[src/rtl/srs_pkg.sv]
package srs_pkg;
    typedef enum logic [1:0] {
        SL_IDLE = 2'd0,
        SL_DATA = 2'd1,
        SL_PAD  = 2'd2
    } slot_state_t;
endpackage

[src/rtl/srs_route.sv]
module srs_route #(
    parameter int DATA_W = 16
) (
    input  logic              en_l,
    input  logic              en_r,
    input  logic              mix,
    input  logic [DATA_W-1:0] in_l,
    input  logic [DATA_W-1:0] in_r,
    output logic [DATA_W-1:0] out_l,
    output logic [DATA_W-1:0] out_r
);
    logic [DATA_W:0] sum;

    // sign-extended sum, one bit wider so it never overflows
    assign sum = {in_l[DATA_W-1], in_l} + {in_r[DATA_W-1], in_r};

    always_comb begin
        unique case ({en_l, en_r})
            2'b00: begin out_l = '0;   out_r = '0;   end
            2'b01: begin out_l = in_r; out_r = in_r; end
            2'b10: begin out_l = in_l; out_r = in_l; end
            default: begin
                if (mix) begin
                    out_l = sum[DATA_W:1];
                    out_r = sum[DATA_W:1];
                end else begin
                    out_l = in_l;
                    out_r = in_r;
                end
            end
        endcase
    end
endmodule

[src/rtl/srs_slot_fsm.sv]
module srs_slot_fsm
    import srs_pkg::*;
#(
    parameter int DATA_W    = 16,
    parameter int MAX_SLOTS = 32,
    parameter int SLOT_W    = 6
) (
    input  logic              clk,
    input  logic              rst_n,
    input  logic              stb,
    input  logic              wclk,
    output logic              edge_o,
    output slot_state_t       cur_st,
    output slot_state_t       nxt_st,
    output logic [SLOT_W-1:0] cur_slot,
    output logic [SLOT_W-1:0] nxt_slot,
    output logic              half_q
);
    assign edge_o = stb && (wclk != half_q);

    always_comb begin
        nxt_st   = cur_st;
        nxt_slot = cur_slot;
        if (edge_o) begin
            nxt_st   = SL_DATA;
            nxt_slot = '0;
        end else if (stb) begin
            unique case (cur_st)
                SL_IDLE: nxt_st = SL_IDLE;
                SL_DATA: begin
                    nxt_slot = cur_slot + 1'b1;
                    if (cur_slot == SLOT_W'(DATA_W))
                        nxt_st = SL_PAD;
                end
                SL_PAD: begin
                    if (cur_slot != SLOT_W'(MAX_SLOTS - 1))
                        nxt_slot = cur_slot + 1'b1;
                end
                default: nxt_st = SL_IDLE;
            endcase
        end
    end

    always_ff @(posedge clk or negedge rst_n) begin
        if (!rst_n) begin
            cur_st   <= SL_IDLE;
            cur_slot <= '0;
            half_q   <= 1'b1;
        end else begin
            cur_st   <= nxt_st;
            cur_slot <= nxt_slot;
            if (stb)
                half_q <= wclk;
        end
    end
endmodule

[src/rtl/srs_tx.sv]
module srs_tx
    import srs_pkg::*;
#(
    parameter int DATA_W = 16,
    parameter int SLOT_W = 6
) (
    input  logic              clk,
    input  logic              rst_n,
    input  logic              stb,
    input  logic              edge_i,
    input  logic              wclk,
    input  logic              half_q,
    input  slot_state_t       cur_st,
    input  slot_state_t       nxt_st,
    input  logic [SLOT_W-1:0] cur_slot,
    input  logic [SLOT_W-1:0] nxt_slot,
    input  logic [DATA_W-1:0] pair_l,
    input  logic [DATA_W-1:0] pair_r,
    output logic              sdo
);
    localparam int IDX_W = $clog2(DATA_W);

    logic [DATA_W-1:0] word_l, word_r, cur_word;
    logic [IDX_W-1:0]  idx;
    logic              frame_start, sdo_d;

    assign frame_start = edge_i && !wclk;
    assign cur_word    = half_q ? word_r : word_l;
    assign idx         = IDX_W'(SLOT_W'(DATA_W) - nxt_slot);

    always_comb begin
        sdo_d = sdo;
        if (stb) begin
            if (edge_i)
                sdo_d = (cur_st == SL_DATA && cur_slot == SLOT_W'(DATA_W - 1))
                        ? cur_word[0] : 1'b0;
            else if (nxt_st == SL_DATA)
                sdo_d = cur_word[idx];
            else
                sdo_d = 1'b0;
        end
    end

    always_ff @(posedge clk or negedge rst_n) begin
        if (!rst_n) begin
            sdo    <= 1'b0;
            word_l <= '0;
            word_r <= '0;
        end else begin
            sdo <= sdo_d;
            if (frame_start) begin
                word_l <= pair_l;
                word_r <= pair_r;
            end
        end
    end


    sdo_stable_chk: assert property (@(posedge clk) disable iff (!rst_n)
        !stb |=> $stable(sdo));


    pad_quiet_chk: assert property (@(posedge clk) disable iff (!rst_n)
        (cur_st == SL_PAD) |-> !sdo);


    latch_hold_chk: assert property (@(posedge clk) disable iff (!rst_n)
        !frame_start |=> ($stable(word_l) && $stable(word_r)));
endmodule

[src/rtl/srs_rx.sv]
module srs_rx
    import srs_pkg::*;
#(
    parameter int DATA_W = 16,
    parameter int SLOT_W = 6
) (
    input  logic              clk,
    input  logic              rst_n,
    input  logic              stb,
    input  logic              edge_i,
    input  logic              wclk,
    input  logic              half_q,
    input  slot_state_t       cur_st,
    input  slot_state_t       nxt_st,
    input  logic [SLOT_W-1:0] cur_slot,
    input  logic [SLOT_W-1:0] nxt_slot,
    input  logic              sdi,
    output logic [DATA_W-1:0] rx_l,
    output logic [DATA_W-1:0] rx_r,
    output logic              rx_valid
);
    logic [DATA_W-1:0] shreg, shreg_d, hold_l, done_word;
    logic              done, done_half;

    assign done_word = {shreg[DATA_W-2:0], sdi};

    always_comb begin
        shreg_d   = shreg;
        done      = 1'b0;
        done_half = 1'b0;
        if (stb) begin
            if (edge_i) begin
                if (cur_st == SL_DATA && cur_slot == SLOT_W'(DATA_W - 1)) begin
                    done      = 1'b1;
                    done_half = half_q;
                end
            end else if (nxt_st == SL_DATA) begin
                shreg_d = done_word;
                if (nxt_slot == SLOT_W'(DATA_W)) begin
                    done      = 1'b1;
                    done_half = wclk;
                end
            end
        end
    end

    always_ff @(posedge clk or negedge rst_n) begin
        if (!rst_n) begin
            shreg    <= '0;
            hold_l   <= '0;
            rx_l     <= '0;
            rx_r     <= '0;
            rx_valid <= 1'b0;
        end else begin
            shreg    <= shreg_d;
            rx_valid <= 1'b0;
            if (done) begin
                if (!done_half) begin
                    hold_l <= done_word;
                end else begin
                    rx_l     <= hold_l;
                    rx_r     <= done_word;
                    rx_valid <= 1'b1;
                end
            end
        end
    end


    valid_pulse_chk: assert property (@(posedge clk) disable iff (!rst_n)
        rx_valid |=> !rx_valid);


    valid_src_chk: assert property (@(posedge clk) disable iff (!rst_n)
        rx_valid |-> $past(stb));
endmodule

[src/rtl/stereo_route_serdes.sv]
module stereo_route_serdes
    import srs_pkg::*;
#(
    parameter int DATA_W    = 16,
    parameter int MAX_SLOTS = 32
) (
    input  logic              clk,
    input  logic              rst_n,
    input  logic              bck_fall,
    input  logic              bck_rise,
    input  logic              wclk,
    input  logic              en_left,
    input  logic              en_right,
    input  logic              mix,
    input  logic [DATA_W-1:0] adc_left,
    input  logic [DATA_W-1:0] adc_right,
    output logic              sdo,
    input  logic              sdi,
    output logic [DATA_W-1:0] rx_left,
    output logic [DATA_W-1:0] rx_right,
    output logic              rx_valid
);
    localparam int SLOT_W = $clog2(MAX_SLOTS) + 1;

    logic [DATA_W-1:0] rt_l, rt_r;
    logic              t_edge, r_edge, t_half, r_half;
    slot_state_t       t_cur, t_nxt, r_cur, r_nxt;
    logic [SLOT_W-1:0] t_slot, t_slot_n, r_slot, r_slot_n;

    srs_route #(.DATA_W(DATA_W)) u_route (
        .en_l(en_left), .en_r(en_right), .mix(mix),
        .in_l(adc_left), .in_r(adc_right),
        .out_l(rt_l), .out_r(rt_r)
    );


    mono_copy_chk: assert property (@(posedge clk) disable iff (!rst_n)
        !(en_left && en_right && !mix) |-> (rt_l == rt_r));


    silent_chk: assert property (@(posedge clk) disable iff (!rst_n)
        (!en_left && !en_right) |-> (rt_l == '0));

    srs_slot_fsm #(.DATA_W(DATA_W), .MAX_SLOTS(MAX_SLOTS), .SLOT_W(SLOT_W)) u_tx_fsm (
        .clk(clk), .rst_n(rst_n), .stb(bck_fall), .wclk(wclk),
        .edge_o(t_edge), .cur_st(t_cur), .nxt_st(t_nxt),
        .cur_slot(t_slot), .nxt_slot(t_slot_n), .half_q(t_half)
    );

    srs_slot_fsm #(.DATA_W(DATA_W), .MAX_SLOTS(MAX_SLOTS), .SLOT_W(SLOT_W)) u_rx_fsm (
        .clk(clk), .rst_n(rst_n), .stb(bck_rise), .wclk(wclk),
        .edge_o(r_edge), .cur_st(r_cur), .nxt_st(r_nxt),
        .cur_slot(r_slot), .nxt_slot(r_slot_n), .half_q(r_half)
    );

    srs_tx #(.DATA_W(DATA_W), .SLOT_W(SLOT_W)) u_tx (
        .clk(clk), .rst_n(rst_n), .stb(bck_fall), .edge_i(t_edge),
        .wclk(wclk), .half_q(t_half), .cur_st(t_cur), .nxt_st(t_nxt),
        .cur_slot(t_slot), .nxt_slot(t_slot_n),
        .pair_l(rt_l), .pair_r(rt_r), .sdo(sdo)
    );

    srs_rx #(.DATA_W(DATA_W), .SLOT_W(SLOT_W)) u_rx (
        .clk(clk), .rst_n(rst_n), .stb(bck_rise), .edge_i(r_edge),
        .wclk(wclk), .half_q(r_half), .cur_st(r_cur), .nxt_st(r_nxt),
        .cur_slot(r_slot), .nxt_slot(r_slot_n), .sdi(sdi),
        .rx_l(rx_left), .rx_r(rx_right), .rx_valid(rx_valid)
    );
endmodule

[config.mk]
export PLATFORM = sky130hd
export DESIGN_NAME = stereo_route_serdes
export DESIGN_NICKNAME = d
export VERILOG_FILES = /design/src/rtl/srs_pkg.sv /design/src/rtl/srs_route.sv /design/src/rtl/srs_slot_fsm.sv /design/src/rtl/srs_tx.sv /design/src/rtl/srs_rx.sv /design/src/rtl/stereo_route_serdes.sv
export SDC_FILE = /design/constraint.sdc
export NUM_CORES = 1
export LEC_CHECK = 0
export CELL_PAD_IN_SITES_DETAIL_PLACEMENT = 1
export CELL_PAD_IN_SITES_GLOBAL_PLACEMENT = 1
export CORE_ASPECT_RATIO = 0.75
export CORE_MARGIN = 3
export CORE_UTILIZATION = 25
export CTS_BUF_LIST = sky130_fd_sc_hd__clkbuf_2
export CTS_CLUSTER_DIAMETER = 30
export DETAILED_ROUTE_END_ITERATION = 6
export GPL_TIMING_DRIVEN = 1
export PLACE_DENSITY_LB_ADDON = 0.1
export SYNTH_ARGS = -nofsm -noshare
export SYNTH_HDL_FRONTEND = slang
export SYNTH_SLANG_ARGS = --single-unit
export TNS_END_PERCENT = 5
[constraint.sdc]
create_clock -name clk -period 8.4 [get_ports clk]
set_clock_uncertainty 0.2 [all_clocks]
set_input_delay 0.84 -clock clk [delete_from_list [all_inputs] [get_ports clk]]
set_output_delay 0.84 -clock clk [all_outputs]
set_load 0.02 [all_outputs]
==> metrics.log <==
[metrics] sequential-to-total area share from yosys stat: 43.8%
[metrics] starting density of the core: 25.9%
[metrics] count of input and output buffers: 74
[metrics] wire length reported by the detailed router: 19100 um
[metrics] gr usage total: 13.8%
[metrics] post-detail-place hpwl: 14200 um
[metrics] total via count in the routed design: 5002
[metrics] yosys warns: 0
[metrics] Leak: 3.50 nW
[metrics] pin count of the biggest net entering global routing: 64
[metrics] Routability Congestion: 0.810
[metrics] number of nets in the synthesized netlist: 661
[metrics] sequence of cells on the critical path: clkdlybuf4s50_1 -> nor2b_1 -> o31ai_1 -> o2bb2ai_1 -> and2_1 -> nand4bb_1 -> or4b_4 -> mux2i_1 -> and3_2 -> buf_4 -> mux2_2
[metrics] data required time of the critical path: 8.79 ns
[metrics] pin slew with the least headroom to its limit: 0.953 ns
[metrics] DRC violations left: 0
[metrics] number of setup buffers added after CTS: 0
[metrics] Max H-tree Level: 4
[metrics] fill count: 2890
[metrics] area added between synthesis and finish: 20.2%
[metrics] share of the cycle needed by the critical path after routing: 49.3%
[metrics] buffers from clock root to sink, at most: 2
[metrics] post-CTS resize count: 0
[metrics] die footprint: 28300 sq um
[metrics] final cell count without fillers: 1021
[metrics] Arrival @ worst endpoint: 4.54 ns
[metrics] largest fanout on the critical path: 33
[metrics] Max Slew Vio Count: 0
[metrics] ports placed on the boundary: 75
[metrics] maximum capacitance violations: 0
[metrics] Chip Width: 193 um
[metrics] wire length of the first global-routing pass: 30800 um
[metrics] Slowest cell on crit path: clkdlybuf4s50_1
[metrics] setup tns final: 0 ns
[metrics] CTS Buf Count: 17
[metrics] cells after synthesis: 594
[metrics] top library cells by usage in the layout, fill and taps aside: dfrtp_1 (113), clkdlybuf4s50_1 (73), nor2_1 (57), a21oi_1 (52), nand2_1 (40)
[metrics] maximum operating frequency: 241 MHz
[metrics] number of storage elements in the synthesis netlist: 115
[metrics] main flop type after synthesis: dfrtp_1
[metrics] number of different library cells in the post-synthesis netlist: 69
[metrics] synthesized cell area: 6570 sq um
[metrics] ANT nets after route: 0
[metrics] unrepaired setup endpoints after global routing: false
[metrics] clock insertion delay at the later pin of the skew report: 0.70 ns
[metrics] routed vias/inst: 4.90
[metrics] VDD IR-drop max: 77.2 uV
[metrics] Syn Area/Cell: 11.1 sq um
[metrics] capturing element type of the critical path: flip-flop
[metrics] met3 track demand over resource in global routing: 3.37%
[metrics] Core Util, Final: 31.1%
[metrics] length of the first detailed-routing pass in iterations: 4
[metrics] mean routed wirelength per cell: 18.7 um
[metrics] hold_buf cts: 1
[metrics] most frequent standard cell in the layout excluding fill and tap cells: dfrtp_1
[metrics] floorplan row count: 50
[metrics] ant diodes: 0
[metrics] number of global-route vias before repair: 5519
[metrics] count of final hold-check violations: 0
[metrics] critical path launch point type: input pin
[metrics] met2 usage in global routing: 20.4%
[metrics] final net count: 737
[metrics] Pwr per Cell Area: 179 nW/um^2
[metrics] die height: 146 um
[metrics] type of the setup path with the least slack: in2reg
[metrics] fraction of layout instances using a drive strength above 1: 19.5%
[metrics] EDFF count, synth: 0
[metrics] max_slew headroom: 34.9%
[metrics] post-layout min period: 4.14 ns
[metrics] crit-path max cell delay: 0.70 ns
[metrics] Root Buffer: clkbuf_2
[metrics] clock slew at reported path FFs: 0.18 ns
[metrics] total congestion overflow: 0
[metrics] DP Cell Count: 988
[metrics] Place WS: 3.55 ns
[metrics] final worst setup slack: 4.26 ns
[metrics] outcome: finished clean
[metrics] 1st-iter DRT viols: 196
[metrics] GR peak layer: met2
[metrics] TritonCTS Sinks: 115
[metrics] number of antenna violations at the first check in global routing: 0
[metrics] ys async rst share: 100%
[metrics] M1 GR Usage: 20.4%
[metrics] count of final setup violators: 0
[metrics] classification of the worst-slack hold path: reg2reg
[metrics] Core Footprint: 25400 sq um
[metrics] TritonCTS clock tree: done
[layout make-up]
type	count	area [sq um]	area share (%)
clock buffers	17	85.1	1.08
flip-flops and latches	115	2880	36.5
repair buffers	83	808	10.2
well taps	338	423	5.35
clock inverters	15	186	2.36
multi-input cells	434	3440	43.6
inverters	19	71.3	0.903
[flip-flops by register name, indices dropped and copies added, names as in the netlist, 2 cells and up]
signal,flops
u_tx_fsm.cur_st,2
u_rx.shreg,15
u_rx_fsm.cur_st,2
u_tx.word_l,16
u_rx.rx_l,16
u_tx.word_r,16
u_tx_fsm.cur_slot,6
u_rx.hold_l,16
u_rx.rx_r,16
u_rx_fsm.cur_slot,6
[final timing paths]
check | startpoint | end | slack (ns) | depth (start not counted)
min in group asynchronous | rst_n | u_tx_fsm.cur_slot[0] | 0.53 | 2
hold / removal | u_tx.word_l[15] | u_tx.word_l[15] | 0.33 | 1
setup reg to reg | u_rx_fsm.cur_st[0] | u_rx.rx_l[0] | 4.37 | 12
setup / recovery | bck_rise | u_rx.rx_l[0] | 4.26 | 11
hold reg to reg | u_tx.word_l[15] | u_tx.word_l[15] | 0.33 | 1
max in group asynchronous | rst_n | u_rx.rx_r[13] | 6.18 | 3
[layer usage]
| metal | vias up | share of wire, % | wire, um |
|---|---|---|---|
| met5 | - | 0 | 0 |
| met1 | 2572 | 52 | 9850 |
| met2 | 74 | 43 | 8280 |
| li1 | 2342 | - | - |
| met4 | 0 | 0.91 | 173 |
| met3 | 14 | 4.1 | 782 |
[power by group]
group	total (W)	internal [W]	switching, W
Combinational	0.000329	0.000158	0.000171
Clock	0.000423	0.000193	0.000230
Sequential	0.000664	0.000614	0.0000501
Total	0.00142	0.000966	0.000451
[cells in the mapped netlist, drive strengths merged (5+ instances only)]
master | instances | area share, %
o21ai | 27 | 2.1
nor2b | 7 | 0.67
nand2b | 5 | 0.48
a31o | 5 | 0.67
mux4 | 10 | 3.4
nor2 | 57 | 3.3
a31oi | 6 | 0.57
a21o | 14 | 1.6
inv | 19 | 1.1
xnor2 | 8 | 1.1
nand3 | 11 | 0.91
xor2 | 8 | 1.1
a221o | 9 | 1.4
buf | 6 | 1.3
mux2 | 67 | 14
a21oi | 52 | 4.0
nand2 | 40 | 2.3
and3 | 7 | 0.67
o22a | 6 | 0.80
ha | 25 | 4.8
nor3 | 10 | 0.76
clkbuf | 20 | 1.5
dfrtp | 113 | 43
a221oi | 7 | 0.93
[cells by family (layout without fill, tap and decap cells)]
family	Yosys count	count (layout)	share of synthesized area, %
and+or+nand+nor	159	159	11.8
xor gates and xnor gates	16	16	2.13
adders and majority gates	26	26	5.06
AOI/OAI and AO/OA	153	153	15.5
DFF	115	115	43.8
buffers and inverters	45	134	3.88
muxes	80	80	17.8
[through the flow]
step | hold WS [ns] | power [W] | area, sq um
global placement | 0.285 | 0.000998 | 7620
global route | 0.352 | 0.00152 | 7900
floorplan | 0.274 | 0.000881 | 6570
finish | 0.326 | 0.00142 | 7900
detailed placement | 0.296 | 0.00101 | 7620
CTS | 0.328 | 0.00144 | 7900
[worst max-delay path: cells and delay by family]
family / cells / cell delay (ns)
multiplexers: 2 / 0.54
AND/OR/NAND/NOR: 5 / 1.54
buffers and inverters: 2 / 1.22
AO/OA/AOI/OAI: 2 / 0.37
Note: power is estimated with default switching activity, not from simulation.
